`config.mk`:
```
export PLATFORM = sky130hd
export DESIGN_NAME = iopt_xlate
export DESIGN_NICKNAME = d
export VERILOG_FILES = /design/src/rtl/iopt_pkg.sv /design/src/rtl/iopt_walk_addr.sv /design/src/rtl/iopt_pte_eval.sv /design/src/rtl/iopt_ctrl.sv /design/src/rtl/iopt_xlate.sv
export SDC_FILE = /design/constraint.sdc
export NUM_CORES = 1
export LEC_CHECK = 0
export BUFFER_PORTS_ARGS = -buffer_cell sky130_fd_sc_hd__buf_4
export CAP_MARGIN = 20
export CORE_MARGIN = 1
export CORE_UTILIZATION = 30
export DETAILED_ROUTE_END_ITERATION = 7
export GPL_ROUTABILITY_DRIVEN = 0
export PLACE_DENSITY = 0.61
export REMOVE_ABC_BUFFERS = 1
export SLEW_MARGIN = 20
export SYNTH_ARGS = -nofsm -noshare
export SYNTH_HDL_FRONTEND = slang
export SYNTH_HIERARCHICAL = 1
export SYNTH_SLANG_ARGS = --single-unit
```
`constraint.sdc`:
```
create_clock -name clk -period 2.8 [get_ports clk]
set_input_delay 0.14 -clock clk [delete_from_list [all_inputs] [get_ports clk]]
set_output_delay 0.14 -clock clk [all_outputs]
set_load 0.01 [all_outputs]
```
`src/rtl/iopt_pkg.sv`:
```
package iopt_pkg;

    typedef enum logic [1:0] {
        ST_IDLE  = 2'd0,
        ST_FETCH = 2'd1,
        ST_WAIT  = 2'd2,
        ST_DONE  = 2'd3
    } iopt_state_e;

    typedef enum logic [1:0] {
        PERM_NONE = 2'b00,
        PERM_RO   = 2'b01,
        PERM_RW   = 2'b11
    } iopt_perm_e;

    // entry flag positions
    localparam int ENT_WR_BIT  = 2;
    localparam int ENT_VLD_BIT = 1;

    // fault status encoding
    localparam logic [31:0] FLT_WORD_BASE = 32'hC082_0000;
    localparam int          FLT_RD_BIT    = 18;
    localparam logic [31:0] FLT_WORD_RST  = 32'h0080_0000;

endpackage

```
`src/rtl/iopt_walk_addr.sv`:
```
module iopt_walk_addr #(
    parameter int VA_W         = 32,
    parameter int PA_W         = 36,
    parameter int PAGE_SHIFT   = 12,
    parameter int RANGE_W      = 3,
    parameter int MIN_WIN_LOG2 = 24
) (
    input  logic [VA_W-1:0]    va,
    input  logic [VA_W-1:0]    base,
    input  logic [RANGE_W-1:0] range_sel,
    output logic [PA_W-1:0]    ent_addr
);
    localparam int BASE_SHIFT = PA_W - VA_W;
    localparam int IDX_SHIFT  = PAGE_SHIFT - 2;

    logic [VA_W-1:0] page_off;
    logic            unused_low;

    assign unused_low = ^va[PAGE_SHIFT-1:0];

    for (genvar g = 0; g < VA_W; g++) begin : g_off
        if (g < PAGE_SHIFT) begin : g_lo
            assign page_off[g] = 1'b0;
        end else begin : g_hi
            assign page_off[g] = va[g] &
                (32'(g) < (32'(MIN_WIN_LOG2) + 32'(range_sel)));
        end
    end

    assign ent_addr = {base, {BASE_SHIFT{1'b0}}} + PA_W'(page_off >> IDX_SHIFT);

endmodule

```
`src/rtl/iopt_pte_eval.sv`:
```
module iopt_pte_eval
    import iopt_pkg::*;
#(
    parameter int VA_W       = 32,
    parameter int PA_W       = 36,
    parameter int ENT_W      = 32,
    parameter int PAGE_SHIFT = 12
) (
    input  logic [ENT_W-1:0] pte,
    input  logic [VA_W-1:0]  va,
    input  logic             is_write,
    output logic             fault,
    output logic [PA_W-1:0]  pa,
    output iopt_perm_e       perm,
    output logic [31:0]      status,
    output logic [VA_W-1:0]  fault_addr
);
    localparam int FRAME_W = PA_W - PAGE_SHIFT;

    logic entry_ok, entry_wr, unused_bits;

    assign unused_bits = ^{pte[ENT_W-FRAME_W-1:ENT_WR_BIT+1], pte[0]};
    assign entry_ok    = pte[ENT_VLD_BIT];
    assign entry_wr    = pte[ENT_WR_BIT];

    always_comb begin
        fault      = !entry_ok || (is_write && !entry_wr);
        pa         = {pte[ENT_W-1:ENT_W-FRAME_W], va[PAGE_SHIFT-1:0]};
        perm       = entry_wr ? PERM_RW : PERM_RO;
        status     = FLT_WORD_BASE;
        status[FLT_RD_BIT] = !is_write;
        fault_addr = {va[VA_W-1:PAGE_SHIFT], {PAGE_SHIFT{1'b0}}};
    end

endmodule

```
`src/rtl/iopt_ctrl.sv`:
```
module iopt_ctrl
    import iopt_pkg::*;
#(
    parameter int VA_W = 32,
    parameter int PA_W = 36
) (
    input  logic            clk,
    input  logic            rst_n,
    input  logic            req_valid,
    output logic            req_ready,
    input  logic [VA_W-1:0] req_addr,
    input  logic            req_write,
    input  logic [PA_W-1:0] ent_addr_in,
    output logic            mem_req_valid,
    input  logic            mem_req_ready,
    output logic [PA_W-1:0] mem_req_addr,
    input  logic            mem_rsp_valid,
    input  logic            ev_fault,
    input  logic [PA_W-1:0] ev_pa,
    input  iopt_perm_e      ev_perm,
    input  logic [31:0]     ev_status,
    input  logic [VA_W-1:0] ev_faddr,
    output logic [VA_W-1:0] va_q,
    output logic            wr_q,
    output logic            rsp_valid,
    input  logic            rsp_ready,
    output logic            rsp_fault,
    output logic [PA_W-1:0] rsp_pa,
    output logic [1:0]      rsp_perm,
    output logic [31:0]     flt_status,
    output logic [VA_W-1:0] flt_addr,
    output logic            irq
);
    iopt_state_e st, st_nxt;
    logic [PA_W-1:0] eaddr_q, pa_q;
    iopt_perm_e      perm_q;
    logic            fault_q, irq_q;
    logic [31:0]     fstat_q;
    logic [VA_W-1:0] faddr_q;

    always_ff @(posedge clk) begin
        if (!rst_n) st <= ST_IDLE;
        else        st <= st_nxt;
    end

    always_comb begin
        st_nxt = st;
        unique case (st)
            ST_IDLE:  if (req_valid)     st_nxt = ST_FETCH;
            ST_FETCH: if (mem_req_ready) st_nxt = ST_WAIT;
            ST_WAIT:  if (mem_rsp_valid) st_nxt = ST_DONE;
            ST_DONE:  if (rsp_ready)     st_nxt = ST_IDLE;
        endcase
    end

    always_ff @(posedge clk) begin
        if (!rst_n) begin
            va_q    <= '0;
            wr_q    <= 1'b0;
            eaddr_q <= '0;
            pa_q    <= '0;
            perm_q  <= PERM_NONE;
            fault_q <= 1'b0;
            fstat_q <= FLT_WORD_RST;
            faddr_q <= '0;
            irq_q   <= 1'b0;
        end else begin
            irq_q <= 1'b0;
            if (st == ST_IDLE && req_valid) begin
                va_q    <= req_addr;
                wr_q    <= req_write;
                eaddr_q <= ent_addr_in;
            end
            if (st == ST_WAIT && mem_rsp_valid) begin
                fault_q <= ev_fault;
                pa_q    <= ev_fault ? '0 : ev_pa;
                perm_q  <= ev_fault ? PERM_NONE : ev_perm;
                if (ev_fault) begin
                    fstat_q <= ev_status;
                    faddr_q <= ev_faddr;
                    irq_q   <= 1'b1;
                end
            end
        end
    end

    always_comb begin
        req_ready     = (st == ST_IDLE);
        mem_req_valid = (st == ST_FETCH);
        mem_req_addr  = eaddr_q;
        rsp_valid     = (st == ST_DONE);
        rsp_fault     = fault_q;
        rsp_pa        = pa_q;
        rsp_perm      = perm_q;
        flt_status    = fstat_q;
        flt_addr      = faddr_q;
        irq           = irq_q;
    end

endmodule

```
`src/rtl/iopt_xlate.sv`:
```
module iopt_xlate
    import iopt_pkg::*;
#(
    parameter int VA_W       = 32,
    parameter int PA_W       = 36,
    parameter int ENT_W      = 32,
    parameter int PAGE_SHIFT = 12,
    parameter int RANGE_W    = 3
) (
    input  logic               clk,
    input  logic               rst_n,
    input  logic [VA_W-1:0]    cfg_base,
    input  logic [RANGE_W-1:0] cfg_range,
    input  logic               req_valid,
    output logic               req_ready,
    input  logic [VA_W-1:0]    req_addr,
    input  logic               req_write,
    output logic               mem_req_valid,
    input  logic               mem_req_ready,
    output logic [PA_W-1:0]    mem_req_addr,
    input  logic               mem_rsp_valid,
    input  logic [ENT_W-1:0]   mem_rsp_data,
    output logic               rsp_valid,
    input  logic               rsp_ready,
    output logic               rsp_fault,
    output logic [PA_W-1:0]    rsp_pa,
    output logic [1:0]         rsp_perm,
    output logic [31:0]        flt_status,
    output logic [VA_W-1:0]    flt_addr,
    output logic               irq
);
    logic [PA_W-1:0] ent_addr, ev_pa;
    logic [VA_W-1:0] va_q, ev_faddr;
    logic            wr_q, ev_fault;
    iopt_perm_e      ev_perm;
    logic [31:0]     ev_status;

    iopt_walk_addr #(
        .VA_W(VA_W), .PA_W(PA_W), .PAGE_SHIFT(PAGE_SHIFT), .RANGE_W(RANGE_W),
        .MIN_WIN_LOG2(24)
    ) u_walk (
        .va(req_addr), .base(cfg_base), .range_sel(cfg_range), .ent_addr(ent_addr)
    );

    iopt_pte_eval #(
        .VA_W(VA_W), .PA_W(PA_W), .ENT_W(ENT_W), .PAGE_SHIFT(PAGE_SHIFT)
    ) u_eval (
        .pte(mem_rsp_data), .va(va_q), .is_write(wr_q), .fault(ev_fault),
        .pa(ev_pa), .perm(ev_perm), .status(ev_status), .fault_addr(ev_faddr)
    );

    iopt_ctrl #(.VA_W(VA_W), .PA_W(PA_W)) u_ctrl (
        .clk(clk), .rst_n(rst_n),
        .req_valid(req_valid), .req_ready(req_ready), .req_addr(req_addr),
        .req_write(req_write), .ent_addr_in(ent_addr),
        .mem_req_valid(mem_req_valid), .mem_req_ready(mem_req_ready),
        .mem_req_addr(mem_req_addr), .mem_rsp_valid(mem_rsp_valid),
        .ev_fault(ev_fault), .ev_pa(ev_pa), .ev_perm(ev_perm),
        .ev_status(ev_status), .ev_faddr(ev_faddr),
        .va_q(va_q), .wr_q(wr_q),
        .rsp_valid(rsp_valid), .rsp_ready(rsp_ready), .rsp_fault(rsp_fault),
        .rsp_pa(rsp_pa), .rsp_perm(rsp_perm),
        .flt_status(flt_status), .flt_addr(flt_addr), .irq(irq)
    );

endmodule

```
==> impl_metrics.csv, run 1 <==
group,metric,value,unit
sta,rsz0062_at_grt,"no",
floorplan,dieArea,0.0305,mm^2
floorplan,start_util,0.308,
routing,drt_iter0_markers,345,
final_layout,mostFrequentLayoutCells,"nand2_1 (324), buf_4 (249), dfxtp_1 (175), a21boi_0 (132), dlygate4sd3_1 (59)",
worst_setup_path,cp.arrival,3040,ps
clocking,clk_latency,430,ps
grt,grt_pass1_wl,38600,um
sta,layout_min_cycle_time,2680,ps
worst_setup_path,path_depth,13,
power,peakVddDrop,318,uV
yosys,ys_seq_elements,175,
worst_setup_path,r2r_cells,5,
clocking,numCtsBuffers,17,
yosys,ys_warn_count,6,
yosys,synth_cells,1070,
power,p_per_area,622,mW/mm^2
grt,grt_max_degree,119,
job,maxCapViolCount,0,
outcome,outcome,"complete, no violations",
sta,finalClockSkew,13.9,ps
clocking,root_buffer,"clkbuf_16",
final_layout,drive_gt1_frac,0.238,
placed_design,port_buffers,242,
sta,hold_viol,0,
floorplan,fp-row-count,62,
sta,slew_violations,0,
yosys,synthAdderAreaFrac,0.0330,
yosys,synth_edf_count,0,
floorplan,ioPinCount,249,
final_layout,area_delta_synth_final,29.3,%
clocking,clkSinkCount,175,
yosys,synth_mux_area_frac,0.00224,
grt,grtUsageTotal,0.158,
final_layout,layout_commonest_cell,"nand2_1",
min_path,hold_path_depth,3,
yosys,ys.flop_type,"dfxtp_1",
clocking,clk_pin_slew_worst_paths,70,ps
sta,finalCritPeriodShare,0.958,
yosys,synth_cell_types,60,
worst_setup_path,crit_family,"compound AO/OA/AOI/OAI gates",
worst_setup_path,critPathSlowestCell,"dlygate4sd3_1",
worst_setup_path,crit_chain,"dlygate4sd3_1 > buf_4 > ha_1 > fa_1 > a21o_1 > a221oi_2 > buf_4 > o21a_1 > o22ai_1 > o21ai_1 > xnor2_1 > nand2_1 > a21boi_0",
worst_setup_path,start_kind,"input port",
grt,antenna_found_initial,0,
routing,vias_per_cell,4.50,
grt,grt_overflow,0,
worst_setup_path,cp.required,3150,ps
yosys,async_reset_ff_frac,0,
final_layout,antenna_cells,0,
grt,grt_pass1_vias,7271,
floorplan,die_h,175,um
yosys,syn_area,0.00894,mm^2
sta,finalSetupTns,0,ps
worst_setup_path,critPathMaxFanout,4,
worst_setup_path,crit_buf_inv,3,
final_layout,nNetsFinal,1400,
routing,drc,0,
clocking,cts_tree,"done",
routing,dr.pass1.iters,5,
sta,tightestPinTransition,811,ps
yosys,synth_compound_area_frac,0.204,
yosys,ys_seq_area_frac,0.392,
routing,wl,24300,um
yosys,synthSimpleGateAreaFrac,0.207,
floorplan,fp.coreArea,0.0290,mm^2
sta,setup_viol,0,
yosys,synth_xor_area_frac,0.0274,
worst_setup_path,critPathMostFrequentCell,"buf_4",
clocking,clock_path_buffers,2,
sta,relSlewSlack,0.457,
routing,num_vias,7501,
yosys,avgSynthCellArea,8.36,um^2
placed_design,hpwl,16000,um
min_path,min_path_type,"input port to flip-flop",
routing,wl_per_cell,14.6,um
worst_setup_path,end_kind,"flip-flop",
routing,ant_nets,0,
worst_setup_path,crit_type,"input port to flip-flop",
power,leakagePower,0.00471,uW
floorplan,die_x,175,um
clocking,cts.htree.levels,4,
yosys,synth_top_family_by_area,"simple AND/OR/NAND/NOR gates",
sta,whs,30.6,ps
worst_setup_path,cpPeakStageDelay,540,ps
sta,max_clock_freq,373,MHz
[per-layer routing]
| metal | share of wire | GRT usage | vias to the layer above |
|---|---|---|---|
| met5 | 0 | 0 | - |
| met2 | 0.48 | 0.270 | 190 |
| met4 | 0.0097 | 0.0449 | 0 |
| li1 | - | - | 3830 |
| met3 | 0.057 | 0.0418 | 14 |
| met1 | 0.46 | 0.195 | 3467 |
[stage by stage]
stage / worst slack [ps] / power [uW] / cells / area [um^2] / utilization
4_1_cts: 138 / 7310 / 1667 / 11500 / 0.398
5_1_grt: 29.3 / 7640 / 1668 / 11600 / 0.399
2_1_floorplan: 122 / 3940 / 939 / 7950 / -
6_report: 117 / 7190 / 1668 / 11600 / 0.399
3_5_place_dp: 226 / 4870 / 1576 / 10400 / 0.358
3_3_place_gp: 256 / 4850 / 1576 / 10400 / 0.358
[Yosys cell counts, drive strengths merged (2+ instances only)]
| cell | instances | area (um^2) |
|---|---|---|
| o31a | 2 | 17.5 |
| inv | 10 | 37.5 |
| o21ai | 14 | 73.8 |
| buf | 143 | 1040 |
| mux2i | 2 | 20.0 |
| or4 | 2 | 15.0 |
| o22ai | 2 | 12.5 |
| nand3 | 11 | 60.1 |
| dfxtp | 175 | 3500 |
| o21a | 3 | 22.5 |
| conb | 3 | 11.3 |
| o211ai | 2 | 28.8 |
| and2 | 4 | 25.0 |
| a31oi | 2 | 12.5 |
| and3 | 7 | 50.1 |
| a21o | 7 | 52.6 |
| clkbuf | 31 | 116 |
| nand4 | 5 | 31.3 |
| a2111oi | 2 | 42.5 |
| a211oi | 7 | 70.1 |
| a21boi | 171 | 1290 |
| nand2 | 326 | 1230 |
| nand4b | 38 | 333 |
| ha | 22 | 275 |
| nor2 | 13 | 53.8 |
| nor2b | 5 | 31.3 |
| xor2 | 15 | 131 |
| a21oi | 17 | 85.1 |
| o21bai | 2 | 18.8 |
| a221oi | 3 | 38.8 |
| xnor2 | 13 | 114 |
[repair_timing]
action | in CTS | in global routing
gates resized for setup | 0 | 2
setup buffers | 0 | 1
hold buffers | 59 | 0
hold endpoints to repair | 61 | 0
setup endpoints to repair | 0 | 8
[power by group]
| group | switching, uW | leakage, uW | internal (uW) | total (uW) |
|---|---|---|---|---|
| combinational | 1130 | 0.00303 | 829 | 1960 |
| sequential | 143 | 0.00142 | 2760 | 2900 |
| clock | 1090 | 0.000266 | 1240 | 2330 |
| total | 2360 | 0.00471 | 4830 | 7190 |
[final cells by class]
cell class / instances / area, um^2
fillers: 2959 / 17400
multi-input cells: 754 / 4420
flip-flops and latches: 175 / 3500
repair buffers: 313 / 2560
well taps: 384 / 480
clock buffers: 18 / 429
clock inverters: 14 / 139
inverters: 10 / 37.5
[tightest hold or removal path, delay by kind of cell]
family | cells | cell delay, ps
AND/OR/NAND/NOR | 1 | 70
buffers and inverters | 1 | 120
AO/OA/AOI/OAI | 1 | 80
[state kept, by name, indices dropped and copies added (netlist names)]
register	flops
u_ctrl/rsp_pa	36
u_ctrl/mem_req_addr	36
u_ctrl/rsp_perm	2
u_ctrl/irq	1
u_ctrl/rsp_fault	1
u_ctrl/flt_addr	32
u_ctrl/wr_q	1
u_ctrl/flt_status	32
u_ctrl/st	2
u_ctrl/va_q	32
[path summary, 6_finish.rpt]
check / from / slack [ps] / to
worst min register to register: u_ctrl/va_q[30] / 450 / u_ctrl/flt_addr[30]
worst max register to register: u_ctrl/st[0] / 830 / u_ctrl/flt_addr[12]
worst max-delay path: req_addr[14] / 120 / u_ctrl/mem_req_addr[24]
worst min-delay path: mem_rsp_data[13] / 30 / u_ctrl/rsp_pa[17]
[cell families (layout without fill, tap and decap cells)]
| kind of cell | Yosys count | count (layout) |
|---|---|---|
| AND/OR/NAND/NOR | 415 | 415 |
| AO/OA/AOI/OAI | 240 | 240 |
| buffers and inverters | 184 | 355 |
| flip-flops | 175 | 175 |
| XOR/XNOR | 28 | 28 |
| adder cells (fa/ha/maj) | 23 | 23 |
| other | 3 | 46 |
| multiplexers | 2 | 2 |
(Power assumes the default switching activity.)
==> run 2, diff against run 1 <==
Settings changed: CORE_UTILIZATION 30 to 55, CTS_BUF_LIST from default to sky130_fd_sc_hd__clkbuf_2 sky130_fd_sc_hd__clkbuf_4 sky130_fd_sc_hd__clkbuf_8, PLACE_DENSITY 0.61 to 0.93.
==> run 2 against run 1 <==
Via count is 8.0% higher; wire length rose by 0.77%; global-route usage grew 12 points; clock power down 26%; worst setup slack got worse by 17 ps; register-to-register slack got worse by 80 ps; count of clock-buffer cells in the layout grew 2; hold slack gained 15 ps; largest cell class unchanged; highest routed layer unchanged.
==> impl_metrics.csv, run 2 (synthesis results as in run 1) <==
group,metric,value,unit
outcome,outcome,"complete, no violations",
sta,finalSetupTns,0,ps
floorplan,start_util,0.563,
power,p_per_area,590,mW/mm^2
min_path,min_path_type,"input port to flip-flop",
final_layout,antenna_cells,0,
worst_setup_path,cp.arrival,3070,ps
clocking,cts.htree.levels,4,
clocking,clock_path_buffers,2,
sta,relSlewSlack,0.470,
floorplan,fp.coreArea,0.0159,mm^2
sta,tightestPinTransition,793,ps
worst_setup_path,critPathMaxFanout,4,
final_layout,area_delta_synth_final,25.3,%
sta,slew_violations,0,
final_layout,final_cell_area,0.0112,mm^2
clocking,clk_pin_slew_worst_paths,100,ps
sta,setup_viol,0,
worst_setup_path,cp.required,3170,ps
routing,vias_per_cell,5.38,
placed_design,port_buffers,242,
floorplan,fp-row-count,46,
floorplan,die_x,130,um
final_layout,mostFrequentLayoutCells,"nand2_1 (324), buf_4 (249), dfxtp_1 (175), a21boi_0 (131), dlygate4sd3_1 (66)",
sta,finalClockSkew,14.8,ps
routing,ant_nets,0,
grt,grt_max_degree,76,
routing,wl_per_cell,16.3,um
grt,antenna_found_initial,0,
clocking,root_buffer,"clkbuf_8",
floorplan,dieArea,0.0168,mm^2
routing,drc,0,
power,leakagePower,0.00465,uW
routing,wl,24500,um
final_layout,drive_gt1_frac,0.235,
routing,drt_iter0_markers,665,
sta,rsz0062_at_grt,"no",
placed_design,pre_cts_ws,175,ps
power,total_power,6610,uW
sta,layout_min_cycle_time,2700,ps
worst_setup_path,end_kind,"flip-flop",
placed_design,hpwl,14700,um
routing,dr.pass1.iters,7,
worst_setup_path,start_kind,"input port",
final_layout,layout_commonest_cell,"nand2_1",
grt,grt_pass1_vias,7581,
routing,num_vias,8101,
clocking,clkSinkCount,175,
clocking,cts_tree,"done",
power,peakVddDrop,327,uV
final_layout,fin_cells,1505,
grt,grt_pass1_wl,37100,um
grt,grt_overflow,0,
grt,grtUsageTotal,0.281,
final_layout,nNetsFinal,1405,
clocking,clk_latency,460,ps
worst_setup_path,crit_type,"input port to flip-flop",
floorplan,die_h,130,um
sta,finalCritPeriodShare,0.964,
placed_design,post_dp_cell_area,0.0101,mm^2
sta,max_clock_freq,370,MHz
placed_design,dp.cells,1407,
sta,setup_ws,100,ps
sta,hold_viol,0,
clocking,postCtsSetupRepairBufs,0,
floorplan,ioPinCount,249,
job,maxCapViolCount,0,
clocking,numCtsBuffers,17,
run 2: cell types whose count changed in the layout (fill, tap and decap cells not counted), moves of 2 or more:
cell and delta:
buf_12 -2, clkbuf_16 -17, clkbuf_8 +19, clkinv_2 +2
clkinvlp_4 -2, dlygate4sd3_1 +7
run 2: metrics by stage:
step,util,hold WS [ps]
after floorplan,-,212
after global placement,0.639,402
after detailed placement,0.639,409
after CTS,0.704,10.7
after global routing,0.705,17.2
final,0.705,45.2
run 2: report_power, final:
part	total, uW	switching, uW	internal (uW)
sequential	2920	156	2760
combinational	1980	1150	822
clock	1720	950	767
run 2: what timing repair did:
action | 4_1_cts | 5_1_grt
endpoints found under the hold margin | 68 | 0
hold buffers | 66 | 0
endpoints found under the setup margin | 0 | 7
gates resized for setup | 0 | 3
run 2: layout make-up:
cell class	count	area, um^2
repair buffers	318	2590
inverters	10	37.5
clock buffers	20	269
flip-flops and latches	175	3500
well taps	216	270
fillers	1144	4680
clock inverters	12	111
multi-input cells	754	4420
run 2: worst paths after layout:
check	startpoint	end	slack, ps	depth (start not counted)
worst max-delay path	req_addr[14]	u_ctrl/mem_req_addr[26]	100	12
worst min-delay path	mem_rsp_data[31]	u_ctrl/rsp_pa[35]	50	3
worst max register to register	u_ctrl/st[1]	u_ctrl/mem_req_addr[13]	750	6
worst min register to register	u_ctrl/flt_status[4]	u_ctrl/flt_status[4]	450	2
run 2: metal layers:
metal  routed length, um  GRT usage  part of all wire  vias to the layer above
met1                9410      0.305              0.38                     3799
li1                    -          -                 -                     3831
met4                 649      0.118             0.027                        0
met2               12400      0.522              0.51                      406
met3                2000     0.0648             0.082                       65
met5                   0          0                 0                        -
run 2: critical path: stages:
cell	delay, ps
dlygate4sd3_1	540
buf_4	140
ha_1	230
fa_1	420
a21o_1	230
a221oi_4	320
o21a_1	250
o22ai_1	170
a22o_1	220
xnor2_1	140
nand2_1	70
a21boi_1	200
==> run 3, diff against run 2 <==
Clock period 2.8 ns to 3 ns, I/O delays scaled along.
==> run 3 against run 2 <==
First-iteration DRC count is 16% lower; core utilization is 0.17 points higher; highest routed layer unchanged; global-route usage is 0.14 points lower; clock skew is 0.73 ps lower; die area stayed put; final area is 0.25% higher; wire length is 1.7% lower; combinational power is 9% lower.
==> impl_metrics.csv, run 3 (synthesis results as in run 1) <==
group,metric,value,unit
floorplan,ioPinCount,249,
floorplan,fp-row-count,46,
routing,wl,24000,um
final_layout,nNetsFinal,1403,
grt,grtUsageTotal,0.279,
sta,setup_viol,0,
job,maxCapViolCount,0,
final_layout,regArea,0.00350,mm^2
placed_design,pre_cts_ws,383,ps
power,comb_power_share,0.287,
worst_setup_path,start_kind,"input port",
worst_setup_path,reg2reg_slack,870,ps
final_layout,antenna_cells,0,
sta,tightestPinTransition,805,ps
worst_setup_path,reg2reg_to,"u_ctrl/rsp_pa[25]",
floorplan,die_h,130,um
final_layout,layout_commonest_cell,"nand2_1",
routing,wl_per_cell,16.0,um
routing,ant_nets,0,
power,leakagePower,0.00466,uW
power,seq_power_share,0.431,
worst_setup_path,reg2reg_from,"u_ctrl/st[0]",
routing,drt_iter0_markers,557,
final_layout,multi_input_comb_area,0.00441,mm^2
grt,grt_pass1_vias,7393,
sta,hold_viol,0,
worst_setup_path,endpoint,"u_ctrl/mem_req_addr[20]",
worst_setup_path,end_kind,"flip-flop",
power,swShare,0.333,
final_layout,fillers,1163,
power,peakVddDrop,316,uV
sta,slew_violations,0,
routing,vias_per_cell,5.26,
placed_design,post_dp_cell_area,0.0101,mm^2
clocking,postCtsSetupRepairBufs,0,
clocking,numCtsBuffers,17,
clocking,clk_pin_slew_worst_paths,90,ps
grt,grt_max_degree,75,
sta,rsz0062_at_grt,"no",
worst_setup_path,critPathMaxFanout,4,
final_layout,drive_gt1_frac,0.234,
power,p_clk_frac,0.282,
clocking,cts_tree,"done",
placed_design,port_buffers,242,
clocking,root_buffer,"clkbuf_8",
power,p_per_area,563,mW/mm^2
clocking,cts.htree.levels,4,
sta,finalCritPeriodShare,0.939,
worst_setup_path,cp.arrival,3190,ps
sta,max_clock_freq,355,MHz
sta,relSlewSlack,0.462,
clocking,clk_latency,450,ps
final_layout,fin_cells,1503,
placed_design,dp.cells,1405,
grt,antenna_found_initial,0,
placed_design,hpwl,14500,um
sta,finalClockSkew,14.1,ps
power,internal_power,4210,uW
power,power.switching,2100,uW
clocking,clkSinkCount,175,
worst_setup_path,cp.required,3370,ps
sta,finalSetupTns,0,ps
worst_setup_path,crit_type,"input port to flip-flop",
sta,layout_min_cycle_time,2820,ps
floorplan,die_x,130,um
outcome,outcome,"complete, no violations",
routing,drc,0,
clocking,clock_path_buffers,2,
worst_setup_path,cp-startpoint,"req_addr[14]",
routing,dr.pass1.iters,5,
min_path,min_path_type,"input port to flip-flop",
floorplan,fp.coreArea,0.0159,mm^2
final_layout,final_cell_area,0.0112,mm^2
grt,grt_overflow,0,
final_layout,area_delta_synth_final,25.6,%
floorplan,start_util,0.563,
routing,num_vias,7899,
worst_setup_path,r2r_cells,5,
final_layout,mostFrequentLayoutCells,"nand2_1 (324), buf_4 (247), dfxtp_1 (175), a21boi_0 (132), dlygate4sd3_1 (66)",
sta,setup_ws,183,ps
floorplan,dieArea,0.0168,mm^2
power,total_power,6320,uW
grt,grt_pass1_wl,37000,um
## run 3: cell types whose count changed in the layout (fill, tap and decap cells not counted), sizes merged
cell / previous run / this run
buf: 252 / 250
clkbuf: 20 / 19
clkinvlp: 2 / 3
bufinv: 1 / 3
clkinv: 7 / 2
inv: 12 / 15
## run 3: timing repair
item	in CTS	in global routing
hold buffers	66	0
hold endpoints to repair	68	0
gates resized for setup	0	0
## run 3: how the worst min path moves through the flow
stage | startpoint | endpoint | slack, ps | depth (start not counted)
final | cfg_base[18] | u_ctrl/mem_req_addr[22] | 40 | 4
after global routing | cfg_base[18] | u_ctrl/mem_req_addr[22] | 30 | 4
after CTS | cfg_base[18] | u_ctrl/mem_req_addr[22] | 8 | 4
after detailed placement | req_addr[5] | u_ctrl/va_q[5] | 420 | 3
after global placement | req_write | u_ctrl/wr_q | 410 | 3
after floorplan | rst_n | u_ctrl/flt_status[23] | 220 | 1
## run 3: final cells by class
cell class                 count  share of cell area
multi-input combinational    754               0.393
sequential                   175               0.312
timing repair buffer         316               0.229
tap                          216              0.0241
clock buffer                  19              0.0233
clock inverter                13              0.0154
inverter                      10             0.00334
## run 3: power by group through the flow
stage / logic, uW / registers, uW / clock network (uW)
2_1_floorplan: 855 / 2820 / 0
3_3_place_gp: 1650 / 2750 / 0
3_5_place_dp: 1690 / 2760 / 0
4_1_cts: 1760 / 2710 / 1830
5_1_grt: 1970 / 2740 / 1920
6_report: 1810 / 2720 / 1780
## run 3: per-stage QoR
| step | hold slack, ps | utilization |
|---|---|---|
| finish | 43.8 | 0.707 |
| global route | 31.4 | 0.707 |
| CTS | 8.11 | 0.707 |
| detailed placement | 419 | 0.638 |
| global placement | 414 | 0.638 |
| floorplan | 222 | - |
## run 3: metal layers
metal  part of all wire  GRT usage  wire length [um]
met1               0.41      0.323              9820
met3              0.071     0.0780              1710
met5                  0          0                 0
met2               0.49      0.478             11800
met4              0.028      0.131               674
## run 3: critical path, stage by stage
cell           delay, ps
dlygate4sd3_1        530
buf_4                140
ha_1                 230
fa_1                 420
a21o_1               220
a221oi_2             360
o21a_1               270
o21ai_0              230
a21oi_1              250
xnor2_1              140
nand2_1               70
a21boi_0             170
